File: src/rtl/mshr_pkg.sv
package mshr_pkg;

  // Width of an index into a set of n items (at least one bit).
  function automatic int idx_width(input int n);
    return (n > 1) ? $clog2(n) : 1;
  endfunction

  // Width of a counter that must hold values 0..m.
  function automatic int cnt_width(input int m);
    return $clog2(m + 1);
  endfunction

  // Modulo-n increment of a pointer.
  function automatic int wrap_next(input int p, input int n);
    return (p == n - 1) ? 0 : p + 1;
  endfunction

endpackage

File: src/rtl/mshr_match.sv
module mshr_match #(
  parameter int N      = 4,
  parameter int ADDR_W = 16,
  parameter int IW     = 2
) (
  input  logic [N-1:0]      ent_live,
  input  logic [ADDR_W-1:0] ent_addr [N],
  input  logic [ADDR_W-1:0] key,
  output logic              hit,
  output logic [IW-1:0]     hit_idx
);
  // Lowest-index live entry whose address equals key.
  always_comb begin
    hit     = 1'b0;
    hit_idx = '0;
    for (int i = N - 1; i >= 0; i--) begin
      if (ent_live[i] && (ent_addr[i] == key)) begin
        hit     = 1'b1;
        hit_idx = IW'(i);
      end
    end
  end
endmodule

File: src/rtl/mshr_ready_fifo.sv
module mshr_ready_fifo #(
  parameter int N  = 4,
  parameter int IW = 2
) (
  input  logic          clk,
  input  logic          rst_n,
  input  logic          push,
  input  logic [IW-1:0] push_idx,
  input  logic          pop,
  output logic [IW-1:0] head_idx,
  output logic          nonempty
);
  import mshr_pkg::*;
  localparam int PW = idx_width(N);
  localparam int LW = cnt_width(N);

  logic [IW-1:0] slot [N];
  logic [PW-1:0] wr_ptr, rd_ptr;
  logic [LW-1:0] level;

  assign head_idx = slot[rd_ptr];
  assign nonempty = (level != '0);

  always_ff @(posedge clk) begin
    if (!rst_n) begin
      wr_ptr <= '0;
      rd_ptr <= '0;
      level  <= '0;
    end else begin
      if (push) wr_ptr <= PW'(wrap_next(int'(wr_ptr), N));
      if (pop)  rd_ptr <= PW'(wrap_next(int'(rd_ptr), N));
      case ({push, pop})
        2'b10:   level <= level + LW'(1);
        2'b01:   level <= level - LW'(1);
        default: level <= level;
      endcase
    end
  end

  always_ff @(posedge clk) begin
    if (push) slot[wr_ptr] <= push_idx;
  end
endmodule

File: src/rtl/mshr_table.sv
module mshr_table #(
  parameter int ENTRIES   = 4,
  parameter int MAX_MERGE = 3,
  parameter int ADDR_W    = 16,
  parameter int ID_W      = 6
) (
  input  logic              clk,
  input  logic              rst_n,
  input  logic [ADDR_W-1:0] probe_addr,
  output logic              probe_hit,
  output logic              probe_full,
  input  logic              add_valid,
  input  logic [ADDR_W-1:0] add_addr,
  input  logic [ID_W-1:0]   add_id,
  input  logic              add_atomic,
  output logic              add_ok,
  input  logic              fill_valid,
  input  logic [ADDR_W-1:0] fill_addr,
  output logic              fill_atomic,
  output logic              rdy_valid,
  output logic [ID_W-1:0]   rdy_id,
  output logic              rdy_last,
  input  logic              rdy_pop
);
  import mshr_pkg::*;
  localparam int IW = idx_width(ENTRIES);
  localparam int CW = cnt_width(MAX_MERGE);
  localparam int SW = idx_width(MAX_MERGE);

  // Entry state
  logic [ENTRIES-1:0] v_vec;        // occupied
  logic [ENTRIES-1:0] filled_vec;   // line returned, draining
  logic [ENTRIES-1:0] atom_vec;     // holds an atomic request
  logic [ADDR_W-1:0]  ent_addr [ENTRIES];
  logic [CW-1:0]      ent_cnt  [ENTRIES];
  logic [CW-1:0]      ent_rdp  [ENTRIES];
  logic [ID_W-1:0]    ent_ids  [ENTRIES][MAX_MERGE];

  logic [ENTRIES-1:0] live_vec;
  assign live_vec = v_vec & ~filled_vec;

  // Lookups
  logic          p_hit, a_hit, f_hit;
  logic [IW-1:0] p_idx, a_idx, f_idx;

  mshr_match #(.N(ENTRIES), .ADDR_W(ADDR_W), .IW(IW)) u_probe_match (
    .ent_live(live_vec), .ent_addr(ent_addr), .key(probe_addr),
    .hit(p_hit), .hit_idx(p_idx));
  mshr_match #(.N(ENTRIES), .ADDR_W(ADDR_W), .IW(IW)) u_add_match (
    .ent_live(live_vec), .ent_addr(ent_addr), .key(add_addr),
    .hit(a_hit), .hit_idx(a_idx));
  mshr_match #(.N(ENTRIES), .ADDR_W(ADDR_W), .IW(IW)) u_fill_match (
    .ent_live(live_vec), .ent_addr(ent_addr), .key(fill_addr),
    .hit(f_hit), .hit_idx(f_idx));

  // Lowest free slot
  logic          room;
  logic [IW-1:0] room_idx;
  always_comb begin
    room     = 1'b0;
    room_idx = '0;
    for (int i = ENTRIES - 1; i >= 0; i--) begin
      if (!v_vec[i]) begin
        room     = 1'b1;
        room_idx = IW'(i);
      end
    end
  end

  function automatic logic cannot_track(input logic hit, input logic [CW-1:0] cnt,
                                        input logic free_any);
    return hit ? (cnt == CW'(MAX_MERGE)) : !free_any;
  endfunction

  assign probe_hit  = p_hit;
  assign probe_full = cannot_track(p_hit, ent_cnt[p_idx], room);

  // Named internal events
  logic          add_full, alloc_ev, merge_ev, fill_hit_ev, pop_ev, free_ev;
  logic [IW-1:0] tgt_idx, head_idx;
  logic          q_nonempty;

  assign add_full    = cannot_track(a_hit, ent_cnt[a_idx], room);
  assign add_ok      = add_valid && !add_full;
  assign merge_ev    = add_ok && a_hit;
  assign alloc_ev    = add_ok && !a_hit;
  assign tgt_idx     = a_hit ? a_idx : room_idx;
  assign fill_hit_ev = fill_valid && f_hit;
  assign fill_atomic = fill_hit_ev && atom_vec[f_idx];

  assign rdy_valid = q_nonempty;
  assign rdy_id    = ent_ids[head_idx][SW'(ent_rdp[head_idx])];
  assign rdy_last  = (ent_rdp[head_idx] + CW'(1)) == ent_cnt[head_idx];
  assign pop_ev    = rdy_pop && q_nonempty;
  assign free_ev   = pop_ev && rdy_last;

  mshr_ready_fifo #(.N(ENTRIES), .IW(IW)) u_ready_q (
    .clk(clk), .rst_n(rst_n),
    .push(fill_hit_ev), .push_idx(f_idx),
    .pop(free_ev), .head_idx(head_idx), .nonempty(q_nonempty));

  // Entry control
  always_ff @(posedge clk) begin
    if (!rst_n) begin
      v_vec      <= '0;
      filled_vec <= '0;
      atom_vec   <= '0;
      for (int i = 0; i < ENTRIES; i++) begin
        ent_cnt[i] <= '0;
        ent_rdp[i] <= '0;
      end
    end else begin
      for (int i = 0; i < ENTRIES; i++) begin
        if (alloc_ev && tgt_idx == IW'(i)) begin
          v_vec[i]      <= 1'b1;
          filled_vec[i] <= 1'b0;
          atom_vec[i]   <= add_atomic;
          ent_cnt[i]    <= CW'(1);
          ent_rdp[i]    <= '0;
        end else if (merge_ev && tgt_idx == IW'(i)) begin
          atom_vec[i] <= atom_vec[i] | add_atomic;
          ent_cnt[i]  <= ent_cnt[i] + CW'(1);
        end
        if (fill_hit_ev && f_idx == IW'(i)) filled_vec[i] <= 1'b1;
        if (pop_ev && head_idx == IW'(i)) begin
          if (rdy_last) begin
            v_vec[i]      <= 1'b0;
            filled_vec[i] <= 1'b0;
            atom_vec[i]   <= 1'b0;
            ent_cnt[i]    <= '0;
            ent_rdp[i]    <= '0;
          end else begin
            ent_rdp[i] <= ent_rdp[i] + CW'(1);
          end
        end
      end
    end
  end

  // Address and ID storage (no reset needed)
  always_ff @(posedge clk) begin
    for (int i = 0; i < ENTRIES; i++) begin
      if (alloc_ev && tgt_idx == IW'(i)) begin
        ent_addr[i]    <= add_addr;
        ent_ids[i][0]  <= add_id;
      end else if (merge_ev && tgt_idx == IW'(i)) begin
        ent_ids[i][SW'(ent_cnt[i])] <= add_id;
      end
    end
  end
endmodule

File: config.mk
export PLATFORM = sky130hd
export DESIGN_NAME = mshr_table
export DESIGN_NICKNAME = d
export VERILOG_FILES = /design/src/rtl/mshr_pkg.sv /design/src/rtl/mshr_match.sv /design/src/rtl/mshr_ready_fifo.sv /design/src/rtl/mshr_table.sv
export SDC_FILE = /design/constraint.sdc
export NUM_CORES = 1
export LEC_CHECK = 0
export BUFFER_PORTS_ARGS = -buffer_cell sky130_fd_sc_hd__buf_4
export CAP_MARGIN = 20
export CELL_PAD_IN_SITES_DETAIL_PLACEMENT = 0
export CELL_PAD_IN_SITES_GLOBAL_PLACEMENT = 1
export CORE_ASPECT_RATIO = 0.5
export CORE_MARGIN = 2
export CORE_UTILIZATION = 50
export DETAILED_ROUTE_END_ITERATION = 8
export PLACE_DENSITY_LB_ADDON = 0.15
export SYNTH_ARGS = -nofsm -noshare
export SYNTH_HDL_FRONTEND = slang
export SYNTH_HIERARCHICAL = 1
export SYNTH_SLANG_ARGS = --single-unit
File: constraint.sdc
create_clock -name clk -period 4.7 [get_ports clk]
set_input_delay 0.47 -clock clk [delete_from_list [all_inputs] [get_ports clk]]
set_output_delay 0.47 -clock clk [all_outputs]
set_load 0.03 [all_outputs]
[Yosys cells after proc, flatten, opt, wreduce, memory -nomap -nowiden]
Memories as Yosys holds them, arrays and structs flattened. A register that Yosys moved wholly into a read port is not among the register bits.
Index checks and enable logic that the tools add are counted.
Word-level totals
  RAM bits: 96
  output and inout port bits: 12
  input bits: 60
  logic and storage cells: 393
  memories kept: 4
  register bits after elaboration: 83
Memories
  ent_ids: words 4, width 18, read ports 1, clocked after Yosys merged registers in 0, write ports 1, line mshr_table.sv:37  | logic [ID_W-1:0] ent_ids [ENTRIES][MAX_MERGE];
  ent_cnt: words 4, width 2, read ports 7, clocked after Yosys merged registers in 0, write ports 4, line mshr_table.sv:35  | logic [CW-1:0] ent_cnt [ENTRIES];
  ent_rdp: words 4, width 2, read ports 5, clocked after Yosys merged registers in 0, write ports 4, line mshr_table.sv:36  | logic [CW-1:0] ent_rdp [ENTRIES];
  u_ready_q.slot: words 4, width 2, read ports 1, clocked after Yosys merged registers in 1, write ports 1, line mshr_ready_fifo.sv:17  | logic [IW-1:0] slot [N];
Cells by class
  bitwise operators: 59
  reductions and logical operators: 50
  $add $sub $neg: 13
  multiplexer cells: 219
  magnitude comparators: 10
  equal/unequal tests: 28
Operators by type and width (number)
  $eq A16 B16 Y1: 12
  $mux W18: 10
  $mux W1: 148
  $mux W2: 48
  $reduce_or A18 Y1: 3
  $or A1 B1 Y1: 52
  $demux W6 S2: 4
  $logic_and A1 B1 Y1: 39
  $mux W6: 6
  $add A2 B1 Y2 const B: 11
  $eq A2 B2 Y1 const B: 9
  $ge A3 B3 Y1 const B: 5
  $not A2 Y3: 5
  $bmux W6 S2: 1
  $eq A2 B1 Y1 const B: 6
  $lt A3 B1 Y1 const B: 4
  $logic_not A2 Y1: 3
  $pmux W3 S2: 1
  $and A4 B4 Y4: 1
  $not A4 Y4: 1
  $add A3 B1 Y3 const B: 1
  $logic_not A1 Y1: 3
  $lt A2 B3 Y1 const B: 1
  $reduce_bool A3 Y1: 1
  other kinds (4): 4

[Longest topological paths before layout]
Gate-level depths: netlist of the first run.
An unclocked memory read counts as a cell.
  depth in word-level cells: 22
  gate-level depth with buffers: 14
  gate-level depth less buffers: 13

[Hierarchy]
Netlist of the first run, hierarchy kept.
By module, submodules not included
  mshr_table: seq. area each 4804.6 sq um, times used 1, area each 6553.8 sq um, cells each 381
  mshr_match: seq. area each 0.0 sq um, times used 3, area each 787.0 sq um, cells each 95
  mshr_ready_fifo: seq. area each 420.4 sq um, times used 1, area each 733.2 sq um, cells each 52

[Worst setup path after synthesis of the first run]
Ideal clock, no wire load.
  kind: register to register
  from: register (tool-made name)
  to: register u_ready_q.level[2]
  cell stages (with the launch flop): 13
  library setup time: 0.070 ns
  clock period less this slack: 3.565 ns
  buffers on the path: 2
  required time: 4.630 ns
  setup slack: 1.135 ns
  data arrival time: 3.495 ns
  cells stage by stage: dfxtp_1 mux4_2 buf_6 mux4_2 xnor2_2 mux2i_2 buf_4 nor2b_1 ha_1 fa_1 xnor2_1 or3_1 a21boi_1
RTL lines
  to (signal assigned): line mshr_ready_fifo.sv:33  | 2'b10: level <= level + LW'(1);
  to (signal assigned): line mshr_ready_fifo.sv:34  | 2'b01: level <= level - LW'(1);
  to (signal assigned): line mshr_ready_fifo.sv:35  | default: level <= level;
  to (decl): line mshr_ready_fifo.sv:19  | logic [LW-1:0] level;

[Worst setup path in the final report of the first run]
  from: register ent_addr[47] (netlist bit)
  to: output fill_atomic
On the way
  longest elaborated chain between the ends: 7
  elaborated cells on any way between the ends: 10
  classes of those cells: eq/ne: 1; mux: 6; reduce/logical: 3
RTL lines
  from (decl): line mshr_table.sv:34  | logic [ADDR_W-1:0] ent_addr [ENTRIES];
  from (signal, indexed assignment): line mshr_table.sv:144  | ent_addr[i] <= add_addr;
  $eq A16 B16 Y1: line mshr_match.sv:17  | if (ent_live[i] && (ent_addr[i] == key)) begin
  $logic_and A1 B1 Y1: line mshr_match.sv:17
  $mux W2 (2 in series): line mshr_match.sv:17
  net f_idx[0]: line mshr_table.sv:44  | logic [IW-1:0] p_idx, a_idx, f_idx;
  $bmux W1 S2: line mshr_table.sv:89  | assign fill_atomic = fill_hit_ev && atom_vec[f_idx];
  $mux W1 (implied by the code): line mshr_table.sv:89
  $logic_and A1 B1 Y1: line mshr_table.sv:89
  to (decl): line mshr_table.sv:19  | output logic fill_atomic,
The timed path passes the listed nets, and every way through them passes these cells. The select of a mux whose other input is x is not followed.

==> flow_summary_export.csv, run 1 <==
group,metric,value,unit
cts,cts.sinks,181,
global_routing,grt_util_met3,0.04656,
die,die_h,102.2,um
cts,htree_levels,4,
synth,synth_seq_cells,181,
synth,seq_area_frac_synth,0.5416,
layout,synthToLayoutAreaGrowth,13.90,%
setup_path,critPathTopFamily,"simple AND/OR/NAND/NOR gates",
synth,synth-edff-count,160,
layout,layout.nets,876,
placement,portBuffers,71,
layout,mostFrequentLayoutCells,"edfxtp_1 (160), xnor2_1 (148), buf_4 (78), xor2_1 (47), nand4_1 (32)",
setup_path,crit_chain,"xnor2_1 > nand4_1 > nor4_1 > nand2_1 > a32oi_1 > mux4_2 > and2_1 > buf_4",
die,ioPinCount,72,
power_and_ir_drop,power.density,319.1,mW/mm2
synth,yosys_warnings,6,
outcome,status,"completed",
detailed_routing,drt_iter0_markers,423,
global_routing,grt_pass1_wl,35270,um
sta,finalClockSkew,0.009514,ns
detailed_routing,vias,6096,
synth,postSynthCellCount,718,
power_and_ir_drop,power_leakage,3.654,nW
sta,finalCritPeriodShare,0.8682,
placement,hpwl,16950,um
global_routing,grt_max_degree,34,
detailed_routing,ant_nets,0,
setup_path,critPathMaxFanout,9,
cts,root_buffer,"clkbuf_16",
layout,diodes,0,
sta,setup_viol,0,
detailed_routing,drc,0,
global_routing,antenna_found_initial,0,
cts,cts-hold-fix-buffers,0,
placement,placed_cells,1037,
global_routing,grt_pass1_vias,6060,
placement,place.gp.congestion,0.8464,
sta,fin_crit,4.081,ns
die,start_util,0.5172,
setup_path,cp-end-kind,"primary output",
sta,worst_pin_slew,1.031,ns
synth,syn-num-nets,797,
cts,clk_latency,0.44,ns
global_routing,overflow,0,
cts,clk_pin_slew,0.07,ns
sta,drv_slew,0,
detailed_routing,wl_per_cell,21.71,um
setup_path,worstSetupStartpointType,"flip-flop",
setup_path,critical_path.slowest_cell,"a32oi_1",
detailed_routing,vias_per_cell,5.703,
job,drv_cap,0,
sta,rsz0062_at_grt,"false",
global_routing,track_usage,0.2358,
die,die_w,200.5,um
setup_path,arrival,3.61,ns
cts,postCtsSetupRepairBufs,0,
cts,cts_max_path_buffers,2,
layout,drive_gt1_frac,0.1877,
die,die_area,0.02049,mm2
detailed_routing,firstDrtPassIters,6,
setup_path,critical_path_buf_inv_count,1,
synth,syn_area_per_cell,13.44,um2
global_routing,grt_most_used_layer,"met2",
synth,yosysUniqueCellTypes,46,
global_routing,grt_use_met2,0.3884,
global_routing,gr-usage-met1,0.3218,
layout,stdcell_count,1069,
synth,synthFlopType,"edfxtp_1",
die,rows,35,
hold_path,hp-class,"primary input to flip-flop",
setup_path,cp_slowest_stage_delay,0.68,ns
sta,final-hold-violation-count,0,
synth,mappedNetlistArea,0.009648,mm2
detailed_routing,wl,23210,um
sta,tns,0,ns
sta,max_slew_margin,0.3120,
cts,cts.repair.resized,0,
setup_path,required,4.23,ns
die,core_area,0.01866,mm2
sta,max_freq,245.1,MHz
layout,layout_commonest_cell,"edfxtp_1",
cts,cts_tree,"built",
power_and_ir_drop,ir_drop,246.5,uV
cts,cts_buffers,17,
setup_path,critical_path_class,"flip-flop to primary output",
synth,async_reset_ff_frac,0,
==> metal layers <==
layer / vias to the layer above / part of all wire
met5: - / 0
li1: 2852 / -
met1: 3022 / 0.45
met2: 194 / 0.47
met4: 0 / 0.018
met3: 28 / 0.056
==> cells in the mapped netlist, types with 7 or more instances <==
library cell | count | area [um2]
nor4_2 | 9 | 112.6
mux4_2 | 25 | 563.0
nand3_1 | 25 | 125.1
edfxtp_1 | 160 | 4805
nor2_1 | 8 | 30.03
nand4_1 | 32 | 200.2
xnor2_1 | 148 | 1296
nor4_1 | 13 | 81.33
xor2_1 | 47 | 411.6
ha_1 | 18 | 225.2
inv_1 | 24 | 90.09
nor2b_1 | 13 | 81.33
dfxtp_1 | 21 | 420.4
nor3_1 | 7 | 35.03
a211oi_1 | 8 | 60.06
clkbuf_1 | 8 | 30.03
a21oi_1 | 13 | 65.06
or3_1 | 7 | 43.79
and2_1 | 14 | 87.58
mux2i_1 | 10 | 100.1
o21ai_0 | 16 | 80.08
nand2_1 | 20 | 75.07
==> through the flow <==
stage	util	setup slack (ns)	power, mW	instance area, um2	hold WS (ns)
3_5_place_dp	0.5600	0.8220	2.198	10450	0.4659
2_1_floorplan	-	1.135	2.039	9648	0.4500
3_3_place_gp	0.5600	0.8282	2.193	10450	0.4650
5_1_grt	0.5891	0.4201	3.623	10990	0.2828
6_report	0.5891	0.6193	3.507	10990	0.2963
4_1_cts	0.5891	0.6571	3.532	10990	0.2771
==> path summary, 6_finish.rpt <==
path | start | to | slack [ns] | cells past startpoint
hold reg to reg | atom_vec[1] | atom_vec[1] | 0.48 | 2
hold / removal | add_addr[14] | ent_addr[62] | 0.30 | 1
setup reg to reg | flip-flop | u_ready_q/level[2] | 0.87 | 10
setup / recovery | ent_addr[47] | fill_atomic | 0.62 | 8
==> flip-flops by register name (all words and copies together) (netlist names), named ones only <==
signal            cells
u_ready_q/rd_ptr      2
u_ready_q/wr_ptr      2
u_ready_q/slot        8
ent_ids              72
atom_vec              4
filled_vec            4
ent_rdp               8
v_vec                 4
ent_cnt               8
ent_addr             64
u_ready_q/level       3
==> where the power goes <==
| part | internal [mW] | total [mW] | switching (mW) | leakage (nW) |
|---|---|---|---|---|
| Sequential | 1.78 | 1.81 | 0.0302 | 1.67 |
| Combinational | 0.151 | 0.353 | 0.202 | 1.72 |
| Clock | 0.691 | 1.34 | 0.651 | 0.268 |
| Total | 2.62 | 3.51 | 0.883 | 3.65 |
==> cell type report <==
cell class                      instances  area [um2]
Multi-Input combinational cell        495        4222
Timing Repair Buffer                   78       585.6
Clock buffer                           18       429.2
Fill cell                            1514        7666
Tap cell                              259       324.1
Sequential cell                       181        5225
Clock inverter                         14       113.9
Inverter                               24       90.09
==> cell families (layout without fill, tap and decap cells) <==
logic type      count (synthesis)  count (layout)  synth area share
compound gates                 74              74           0.05408
simple gates                  167             167            0.1039
fa+ha+maj                      19              19           0.02542
xor+xnor                      199             199            0.1838
buf+inv                        42             134           0.02114
mux                            36              36           0.07016
flops                         181             181            0.5416
(Power assumes the default switching activity.)
==> run 2, diff against run 1 <==
Settings changed: CORE_MARGIN 2 to not set, REMOVE_ABC_BUFFERS set to 1.
==> flow_summary_export.csv, run 2 (synthesis gave the netlist of run 1 again) <==
group,metric,value,unit
outcome,status,"completed",
detailed_routing,drc,0,
setup_path,worst-r2r-setup-slack,0.84,ns
layout,layout_commonest_cell,"edfxtp_1",
sta,finalCritPeriodShare,0.8592,
cts,cts_tree,"built",
setup_path,required,4.23,ns
setup_path,arrival,3.57,ns
setup_path,endpoint,"rdy_last",
power_and_ir_drop,internal-power,2.683,mW
power_and_ir_drop,ir_drop,246.7,uV
global_routing,antenna_found_initial,0,
sta,fin_ws,0.6616,ns
layout,fillerInstances,1524,
layout,stdcell_count,1071,
die,core_area,0.01866,mm2
placement,hpwl,17240,um
sta,final-hold-violation-count,0,
die,ioPinCount,72,
cts,cts_buffers,17,
die,die_w,198.5,um
die,die_area,0.01989,mm2
detailed_routing,vias,6125,
global_routing,overflow,0,
cts,clk_latency,0.44,ns
detailed_routing,firstDrtPassIters,5,
setup_path,cp_slowest_stage_delay,0.91,ns
power_and_ir_drop,clock_power_share,0.399,
die,die_h,100.2,um
sta,fin_crit,4.038,ns
cts,cts_max_path_buffers,2,
layout,top_register,"ent_ids",
sta,drv_slew,0,
sta,finalClockSkew,0.009408,ns
layout,largest_reg_flops,72,
detailed_routing,wl,23760,um
setup_path,r2r_end,"u_ready_q/level[2]",
cts,clk_pin_slew,0.07,ns
detailed_routing,vias_per_cell,5.719,
sta,rsz0062_at_grt,"false",
placement,pre_cts_slack,0.7524,ns
sta,max_slew_margin,0.3399,
placement,placed_cells,1039,
sta,max_freq,247.6,MHz
setup_path,critical_path_buf_inv_count,2,
cts,htree_levels,4,
sta,fin_hold_ws,0.2871,ns
global_routing,grt_pass1_wl,36290,um
detailed_routing,ant_nets,0,
layout,synthToLayoutAreaGrowth,14.62,%
global_routing,track_usage,0.2539,
die,start_util,0.5172,
hold_path,hp-class,"primary input to flip-flop",
placement,place.gp.congestion,0.8399,
setup_path,critical_path_class,"flip-flop to primary output",
setup_path,critPathMaxFanout,33,
cts,postCtsSetupRepairBufs,0,
power_and_ir_drop,power_switching,0.9237,mW
setup_path,rr_worst_depth,10,
layout,drive_gt1_frac,0.1921,
setup_path,crit_cells,6,
detailed_routing,drt_iter0_markers,482,
sta,worst_pin_slew,0.9826,ns
setup_path,cp-end-kind,"primary output",
layout,top_regs,"ent_ids: 72 flops, ent_addr: 64 flops",
setup_path,critical_path.slowest_cell,"mux4_2",
job,drv_cap,0,
global_routing,grt_max_degree,34,
setup_path,worstSetupStartpointType,"flip-flop",
setup_path,critPathTopFamily,"multiplexers",
cts,cts-hold-fix-buffers,0,
cts,root_buffer,"clkbuf_16",
power_and_ir_drop,combinationalPowerShare,0.098,
power_and_ir_drop,total_power,3.607,mW
power_and_ir_drop,power.density,326.2,mW/mm2
detailed_routing,wl_per_cell,22.18,um
layout,mostFrequentLayoutCells,"edfxtp_1 (160), xnor2_1 (148), buf_4 (80), xor2_1 (47), nand4_1 (32)",
global_routing,grt_pass1_vias,6117,
setup_path,crit_chain,"mux4_2 > mux4_2 > xnor2_2 > mux2i_2 > buf_4 > buf_4",
power_and_ir_drop,power_switching_share,0.2561,
sta,setup_viol,0,
layout,diodes,0,
power_and_ir_drop,pwr-share-seq,0.503,
cts,cts.repair.resized,0,
cts,cts.sinks,181,
die,rows,35,
layout,layout.nets,878,
power_and_ir_drop,power_leakage,3.694,nW
placement,portBuffers,71,
sta,tns,0,ns
run 2: power groups by stage:
stage	Clock, mW	Combinational, mW	Sequential, mW
floorplan	0	0.187	1.84
global placement	0	0.348	1.85
detailed placement	0	0.351	1.85
CTS	1.46	0.352	1.81
global route	1.53	0.378	1.82
finish	1.44	0.353	1.81
run 2: metrics by stage:
step	util	instance area (um2)
finish	0.5928	11060
global route	0.5928	11060
CTS	0.5928	11060
detailed placement	0.5608	10460
global placement	0.5608	10460
floorplan	-	9534
run 2: how the worst min path moves through the flow:
stage,start,to,cells after the start
floorplan,atom_vec[2],atom_vec[2],2
global placement,atom_vec[3],atom_vec[3],2
detailed placement,atom_vec[1],atom_vec[1],2
CTS,add_addr[12],ent_addr[28],1
global route,add_addr[12],ent_addr[28],1
finish,add_addr[12],ent_addr[28],1
run 2: layout make-up:
type                            count  area [um2]  area share
Sequential cell                   181        5225      0.4725
Multi-Input combinational cell    495        4222      0.3818
Timing Repair Buffer               80       600.6     0.05431
Clock buffer                       19       464.2     0.04198
Tap cell                          259       324.1     0.02931
Clock inverter                     13       132.6     0.01199
Inverter                           24       90.09    0.008147
run 2: worst register-to-register path, cell delays in order (launching register included):
cell	delay [ns]
dfxtp_1	0.34
mux4_2	0.91
mux4_2	0.74
xnor2_2	0.22
mux2i_2	0.28
nor2b_1	0.32
ha_1	0.28
fa_1	0.21
xnor2_1	0.07
or3_1	0.30
a21boi_1	0.13
run 2: layer usage:
layer	global-route usage	up-vias	routed length, um
met5	0	-	0
met4	0.07515	0	401
met3	0.04503	31	1224
met2	0.4165	193	11450
met1	0.3484	3051	10680
li1	-	2850	-
